==> config.mk <==
export PLATFORM = sky130hd
export DESIGN_NAME = prio_wm_sched
export DESIGN_NICKNAME = d
export VERILOG_FILES = /design/src/rtl/sched_pkg.sv /design/src/rtl/sched_admit.sv /design/src/rtl/sched_store.sv /design/src/rtl/sched_select.sv /design/src/rtl/prio_wm_sched.sv
export SDC_FILE = /design/constraint.sdc
export NUM_CORES = 1
export LEC_CHECK = 0
export BUFFER_PORTS_ARGS = -buffer_cell sky130_fd_sc_hd__buf_2
export CAP_MARGIN = 10
export CORE_MARGIN = 5
export CORE_UTILIZATION = 60
export CTS_CLUSTER_DIAMETER = 80
export CTS_CLUSTER_SIZE = 28
export DETAILED_ROUTE_END_ITERATION = 12
export PLACE_DENSITY = 0.87
export SKIP_LAST_GASP = 1
export SYNTH_ARGS = -nofsm -noshare
export SYNTH_HDL_FRONTEND = slang
export SYNTH_HIERARCHICAL = 1
export SYNTH_SLANG_ARGS = --single-unit
==> constraint.sdc <==
create_clock -name clk -period 25.5 [get_ports clk]
set_input_delay 5.1 -clock clk [delete_from_list [all_inputs] [get_ports clk]]
set_output_delay 5.1 -clock clk [all_outputs]
set_load 0.03 [all_outputs]
==> src/rtl/sched_pkg.sv <==
package sched_pkg;

    localparam int PRIO_W   = 2;
    localparam int NUM_PRIO = 1 << PRIO_W;

    typedef logic [PRIO_W-1:0] prio_t;

    typedef enum logic {
        PICK_OLDEST = 1'b0,
        PICK_TOPPRIO = 1'b1
    } pick_e;

    // Admission limit on occupancy for one priority; clamped to the depth.
    function automatic int wm_limit(input logic hi_mode, input prio_t p, input int depth);
        int lim;
        if (!hi_mode) begin
            lim = depth;
        end else begin
            case (p)
                2'd3:    lim = 8;
                2'd2:    lim = 6;
                2'd1:    lim = 4;
                default: lim = 2;
            endcase
        end
        if (lim > depth) lim = depth;
        return lim;
    endfunction

endpackage

==> src/rtl/sched_admit.sv <==
module sched_admit
    import sched_pkg::*;
#(
    parameter int DEPTH = 8,
    localparam int IDX_W = $clog2(DEPTH),
    localparam int CNT_W = $clog2(DEPTH + 1)
) (
    input  logic             hi_mode,
    input  prio_t            req_prio,
    input  logic [CNT_W-1:0] occ,
    input  logic [DEPTH-1:0] used,
    output logic             ready,
    output logic [IDX_W-1:0] slot
);

    int lim;

    always_comb begin
        lim   = wm_limit(hi_mode, req_prio, DEPTH);
        ready = (int'(occ) < lim);
    end

    // Lowest unused entry; the watermark check ensures one exists when ready.
    always_comb begin
        slot = '0;
        for (int i = DEPTH - 1; i >= 0; i--) begin
            if (!used[i]) slot = IDX_W'(i);
        end
    end

endmodule

==> src/rtl/sched_store.sv <==
module sched_store
    import sched_pkg::*;
#(
    parameter int DEPTH = 8,
    parameter int ID_W  = 8,
    localparam int IDX_W = $clog2(DEPTH),
    localparam int CNT_W = $clog2(DEPTH + 1)
) (
    input  logic                        clk,
    input  logic                        rst,
    input  logic                        wr_en,
    input  logic [IDX_W-1:0]            wr_slot,
    input  logic [ID_W-1:0]             wr_id,
    input  prio_t                       wr_prio,
    input  logic                        rm_en,
    input  logic [IDX_W-1:0]            rm_slot,
    output logic [DEPTH-1:0]            used,
    output logic [DEPTH-1:0][ID_W-1:0]  ids,
    output logic [DEPTH-1:0][PRIO_W-1:0] prios,
    output logic [DEPTH-1:0][IDX_W-1:0] ranks,
    output logic [CNT_W-1:0]            occ
);

    logic [IDX_W-1:0] rm_rank;
    logic [CNT_W-1:0] new_rank;

    assign rm_rank  = ranks[rm_slot];
    assign new_rank = occ - CNT_W'(rm_en);

    always_ff @(posedge clk) begin
        if (rst) begin
            occ <= '0;
        end else begin
            occ <= occ + CNT_W'(wr_en) - CNT_W'(rm_en);
        end
    end

    // Each entry keeps its arrival rank (0 = oldest). A removal moves every
    // later arrival one place forward.
    for (genvar g = 0; g < DEPTH; g++) begin : g_entry
        always_ff @(posedge clk) begin
            if (rst) begin
                used[g]  <= 1'b0;
                ids[g]   <= '0;
                prios[g] <= '0;
                ranks[g] <= '0;
            end else if (wr_en && wr_slot == IDX_W'(g)) begin
                used[g]  <= 1'b1;
                ids[g]   <= wr_id;
                prios[g] <= wr_prio;
                ranks[g] <= IDX_W'(new_rank);
            end else if (rm_en && rm_slot == IDX_W'(g)) begin
                used[g]  <= 1'b0;
            end else if (rm_en && used[g] && ranks[g] > rm_rank) begin
                ranks[g] <= ranks[g] - 1'b1;
            end
        end
    end

endmodule

==> src/rtl/sched_select.sv <==
module sched_select
    import sched_pkg::*;
#(
    parameter int DEPTH = 8,
    localparam int IDX_W = $clog2(DEPTH)
) (
    input  logic [DEPTH-1:0]             used,
    input  logic [DEPTH-1:0][PRIO_W-1:0] prios,
    input  logic [DEPTH-1:0][IDX_W-1:0]  ranks,
    input  pick_e                        pick,
    output logic                         any,
    output logic [IDX_W-1:0]             sel
);

    logic [IDX_W-1:0] old_idx;
    logic [IDX_W-1:0] top_idx;
    logic             top_found;
    prio_t            top_p;
    logic [IDX_W-1:0] top_r;

    // Entry with arrival rank zero.
    always_comb begin
        old_idx = '0;
        for (int i = 0; i < DEPTH; i++) begin
            if (used[i] && ranks[i] == '0) old_idx = IDX_W'(i);
        end
    end

    // One pass: highest priority wins, earlier arrival breaks a tie.
    always_comb begin
        top_idx   = '0;
        top_found = 1'b0;
        top_p     = '0;
        top_r     = '0;
        for (int i = 0; i < DEPTH; i++) begin
            if (used[i] && (!top_found || prios[i] > top_p ||
                            (prios[i] == top_p && ranks[i] < top_r))) begin
                top_found = 1'b1;
                top_idx   = IDX_W'(i);
                top_p     = prios[i];
                top_r     = ranks[i];
            end
        end
    end

    assign any = |used;
    assign sel = (pick == PICK_TOPPRIO) ? top_idx : old_idx;

endmodule

==> src/rtl/prio_wm_sched.sv <==
module prio_wm_sched
    import sched_pkg::*;
#(
    parameter int DEPTH = 8,
    parameter int ID_W  = 8,
    localparam int IDX_W = $clog2(DEPTH),
    localparam int CNT_W = $clog2(DEPTH + 1)
) (
    input  logic            clk,
    input  logic            rst,
    input  logic            hi_prio_mode,
    input  logic            in_valid,
    input  logic [ID_W-1:0] in_id,
    input  logic [1:0]      in_prio,
    output logic            in_ready,
    output logic            tx_valid,
    output logic [ID_W-1:0] tx_id,
    output logic [1:0]      tx_prio,
    input  logic            resp_valid,
    input  logic            resp_retry
);

    logic [DEPTH-1:0]              used;
    logic [DEPTH-1:0][ID_W-1:0]    ids;
    logic [DEPTH-1:0][PRIO_W-1:0]  prios;
    logic [DEPTH-1:0][IDX_W-1:0]   ranks;
    logic [CNT_W-1:0]              occ;
    logic [IDX_W-1:0]              free_slot;
    logic [IDX_W-1:0]              sel_idx;
    logic                          sel_any;
    logic                          admit;
    logic                          link_resp;
    logic                          release_en;
    pick_e                         pick_q;

    sched_admit #(.DEPTH(DEPTH)) u_admit (
        .hi_mode  (hi_prio_mode),
        .req_prio (in_prio),
        .occ      (occ),
        .used     (used),
        .ready    (in_ready),
        .slot     (free_slot)
    );

    assign admit      = in_valid && in_ready;
    assign link_resp  = resp_valid && sel_any;
    assign release_en = link_resp && !resp_retry;

    sched_store #(.DEPTH(DEPTH), .ID_W(ID_W)) u_store (
        .clk     (clk),
        .rst     (rst),
        .wr_en   (admit),
        .wr_slot (free_slot),
        .wr_id   (in_id),
        .wr_prio (in_prio),
        .rm_en   (release_en),
        .rm_slot (sel_idx),
        .used    (used),
        .ids     (ids),
        .prios   (prios),
        .ranks   (ranks),
        .occ     (occ)
    );

    sched_select #(.DEPTH(DEPTH)) u_select (
        .used  (used),
        .prios (prios),
        .ranks (ranks),
        .pick  (pick_q),
        .any   (sel_any),
        .sel   (sel_idx)
    );

    // A retry to an oldest-first presentation arms one priority pick; any
    // response to that pick returns to oldest-first.
    always_ff @(posedge clk) begin
        if (rst) begin
            pick_q <= PICK_OLDEST;
        end else if (link_resp) begin
            pick_q <= (pick_q == PICK_OLDEST && resp_retry) ? PICK_TOPPRIO : PICK_OLDEST;
        end
    end

    assign tx_valid = sel_any;
    assign tx_id    = ids[sel_idx];
    assign tx_prio  = prios[sel_idx];

endmodule

==> reports/results.tsv <==
stage	metric	value	unit
logic_synthesis	number of nets produced by synthesis	1085	
timing	fin crit share	75.7	%
logic_synthesis	post-synthesis sequential element count	117	
final_layout	share of final-layout standard cells stronger than drive strength 1	11.9	%
global_route	largest net degree at the start of global routing	81	
logic_synthesis	flip-flop cell with the highest count after synthesis	sky130_fd_sc_hd__dfxtp_1	
timing	final hold violations	0	
clocking	TritonCTS clock tree	built	
power	overall power of the completed layout	0.619	mW
timing	pins over their slew limit	0	
clocking	count of cells resized by post-cts repair	0	
final_layout	Layout Nets	1078	
logic_synthesis	most numerous cell types in the synthesized netlist	sky130_fd_sc_hd__nand2_1 (211), sky130_fd_sc_hd__a21oi_1 (121), sky130_fd_sc_hd__dfxtp_1 (117)	
critical_path	highest net fanout along the worst path	33	
clocking	buffer count from post-CTS setup fixing	0	
timing	post-route setup TNS	0	ns
logic_synthesis	synthesized instance count	997	
placement	Routability Congestion	0.977	
global_route	GRT overflow	0	
route	first-pass detailed-route iteration total	6	
logic_synthesis	fraction of synthesized cell area taken by the top area cell type	28.2	%
job	number of maximum-capacitance constraint violations	0	
critical_path	Worst path top cell family by delay	compound AO/OA/AOI/OAI gates	
timing	worst hold slack	0.450	ns
timing	maximum clock frequency	51.8	MHz
clocking	clock input transition at the sequential cells of the worst setup and hold paths	0.05	ns
floorplanning	Chip Width	128	um
global_route	number of antenna violations at the first check in global routing	1	
global_route	wire length of the first global-routing pass	38.4	mm
clocking	H-tree lvl count	4	
floorplanning	DIE HEIGHT	128	um
final_layout	Area growth syn-to-layout	8.63	%
route	routed length on met2	11.2	mm
placement	Port-buffer cells	27	
logic_synthesis	most used standard cell by instance count after synthesis	sky130_fd_sc_hd__nand2_1	
power	worst ir drop on vdd	0.0705	mV
route	drt via density	6.80	
route	top layer in use	met5	
logic_synthesis	Synth Area per Inst	8.35	um2
floorplanning	count of boundary I/O pins	28	
logic_synthesis	share of flip-flops with an asynchronous set or reset	0	%
route	DRC Markers	0	
timing	RSZ-0062 raised after global routing	no	
logic_synthesis	post-synth top area cell	sky130_fd_sc_hd__dfxtp_1	
floorplanning	FP Rows	43	
timing	# setup viols final	0	
final_layout	utilization after layout	65.9	%
critical_path	critical path's most frequent cell	sky130_fd_sc_hd__ha_1	
logic_synthesis	number of flops mapped to enable cells by yosys	0	
clocking	maximum clock path buffer count	2	
critical_path	internal reg-to-reg setup slack	9.97	ns
clocking	clock buffer count from CTS	17	
critical_path	startpoint-to-endpoint class of the critical path	register to output port	
floorplanning	Starting Density	60.6	%
global_route	number of global-route vias before repair	7481	
logic_synthesis	cell area after technology mapping	0.00832	mm2
logic_synthesis	Area contributors post-synth	sky130_fd_sc_hd__dfxtp_1 (28%), sky130_fd_sc_hd__ha_1 (11%), sky130_fd_sc_hd__nand2_1 (9.5%), sky130_fd_sc_hd__a21oi_1 (7.3%), sky130_fd_sc_hd__mux4_1 (6.3%)	
route	total number of vias	8054	
power	standby leakage power	3.48	nW
logic_synthesis	portion of the post-synthesis area used by sequential elements	28.2	%
route	post-detailed-route wirelength per cell	20.4	um
clocking	root buffer cell	sky130_fd_sc_hd__clkbuf_16	
global_route	overall global routing resource usage	29.3	%
placement	cell area after placement	0.00848	mm2
placement	Placement Setup Slack	6.85	ns
floorplanning	area of the die	0.0163	mm2
clocking	CTS Hold Bufs	0	
logic_synthesis	number of warnings issued by yosys	6	
critical_path	required arrival time at the worst endpoint	20.40	ns
timing	setup slack of the critical path after layout	6.20	ns
placement	number of placed instances with taps included	1151	
critical_path	slowest library cell on the worst path	sky130_fd_sc_hd__mux4_1	
placement	post-detail-place hpwl	16.0	mm
critical_path	sort of element at the start of the critical path	register	
timing	clk_skew	0.0134	ns
timing	Worst slew margin	16.9	%
clocking	number of sinks on the clock net	117	
timing	measured slew at the worst slew-check pin	1.24	ns
critical_path	Setup crit end kind	output port	
run_status	run status	finished clean	
route	Initial DRC Count	1137	
route	total length of routed met3 wires	2.46	mm
route	routed metal-1 wire length	9.49	mm
route	antenna viol nets, final	0	
final_layout	post-layout instance area	0.00904	mm2
critical_path	critical path arrival	14.20	ns
final_layout	count of non-filler cells in the finished layout	1184	
power	Power Density	68.5	mW/mm2
clocking	insertion delay to the later sink of the worst-skew pair	0.42	ns
critical_path	sum of buffers and inverters on the critical path	4	
logic_synthesis	distinct cell type count after synthesis	92	
timing	Min Clock Period, post-route	19.30	ns
critical_path	maximum single-stage delay on the critical path	0.66	ns
floorplanning	core footprint	0.0137	mm2
hold_path	worst hold-check path type	register to register	
route	wire length reported by the detailed router	24.1	mm
cell type report:
cell class,instances,area [um2]
Antenna cell,1,2.50
Clock buffer,20,447
Clock inverter,12,106
Fill cell,1067,4680
Inverter,55,206
Multi-Input combinational cell,763,5500
Sequential cell,117,2340
Tap cell,180,225
Timing Repair Buffer,36,205
layout by cell type, fill, tap and decap left out, types with 4 or more instances in the layout:
cell / n
sky130_fd_sc_hd__a311oi_1: 5
sky130_fd_sc_hd__and4_1: 4
sky130_fd_sc_hd__nor3_1: 22
sky130_fd_sc_hd__a21o_1: 8
sky130_fd_sc_hd__o31a_1: 11
sky130_fd_sc_hd__clkbuf_16: 17
sky130_fd_sc_hd__or3_1: 6
sky130_fd_sc_hd__nor2_1: 19
sky130_fd_sc_hd__and2_1: 12
sky130_fd_sc_hd__nand2b_1: 12
sky130_fd_sc_hd__a2111o_1: 8
sky130_fd_sc_hd__nand3b_1: 8
sky130_fd_sc_hd__mux2i_1: 6
sky130_fd_sc_hd__buf_4: 10
sky130_fd_sc_hd__o2111a_1: 7
sky130_fd_sc_hd__inv_1: 55
sky130_fd_sc_hd__a211oi_1: 5
sky130_fd_sc_hd__mux2_2: 14
sky130_fd_sc_hd__a211oi_2: 4
sky130_fd_sc_hd__nand2_1: 211
sky130_fd_sc_hd__mux4_1: 20
sky130_fd_sc_hd__dfxtp_1: 117
sky130_fd_sc_hd__a211o_1: 4
sky130_fd_sc_hd__o21ai_0: 27
sky130_fd_sc_hd__a2111oi_0: 5
sky130_fd_sc_hd__buf_2: 26
sky130_fd_sc_hd__o22ai_1: 4
sky130_fd_sc_hd__o21ai_1: 4
sky130_fd_sc_hd__nor2b_1: 7
sky130_fd_sc_hd__nand4_1: 8
sky130_fd_sc_hd__nor4_1: 4
sky130_fd_sc_hd__a21oi_1: 121
sky130_fd_sc_hd__clkinv_4: 4
sky130_fd_sc_hd__a31oi_1: 9
sky130_fd_sc_hd__nand3_1: 36
sky130_fd_sc_hd__o21a_1: 7
sky130_fd_sc_hd__clkinv_2: 5
sky130_fd_sc_hd__mux4_2: 6
sky130_fd_sc_hd__ha_1: 71
tightest hold or removal path: stages, from the launching register on:
cell	delay (ns)
sky130_fd_sc_hd__dfxtp_1	0.30
sky130_fd_sc_hd__nand2_1	0.05
sky130_fd_sc_hd__a21oi_1	0.05
flip-flops by register name (all words and copies together) (netlist names):
name / count
pick_q: 1
u_store/ids: 64
u_store/prios: 16
u_store/ranks: 24
u_store/used: 8
u_store/occ: 4
report_power, final:
group / switching, mW / internal (mW) / leakage, nW / total [mW]
registers: 0.0105 / 0.192 / 0.945 / 0.202
clock network: 0.0879 / 0.136 / 0.274 / 0.224
logic: 0.123 / 0.0698 / 2.26 / 0.193
routing by layer:
layer	track usage [%]	vias to the layer above
met4	14.2	2
met5	0	-
met2	47.3	515
met3	6.33	103
li1	-	3639
met1	37.4	3795
cell families after synthesis:
kind of cell	Yosys count	synth area share (%)
fa+ha+maj	72	10.9
flops	117	28.2
mux	47	10.7
xor+xnor	4	0.421
compound gates	269	22.3
buf+inv	117	6.15
simple gates	371	21.3
path summary, 6_finish.rpt:
check,end,from,cells past startpoint
worst max-delay path,tx_id[0],u_store/used[0],54
worst min-delay path,u_store/ids[17],u_store/ids[17],2
worst max register to register,u_store/ranks[20],u_store/used[0],58
worst min register to register,u_store/ids[17],u_store/ids[17],2
Power figures use the tool's default switching activity.
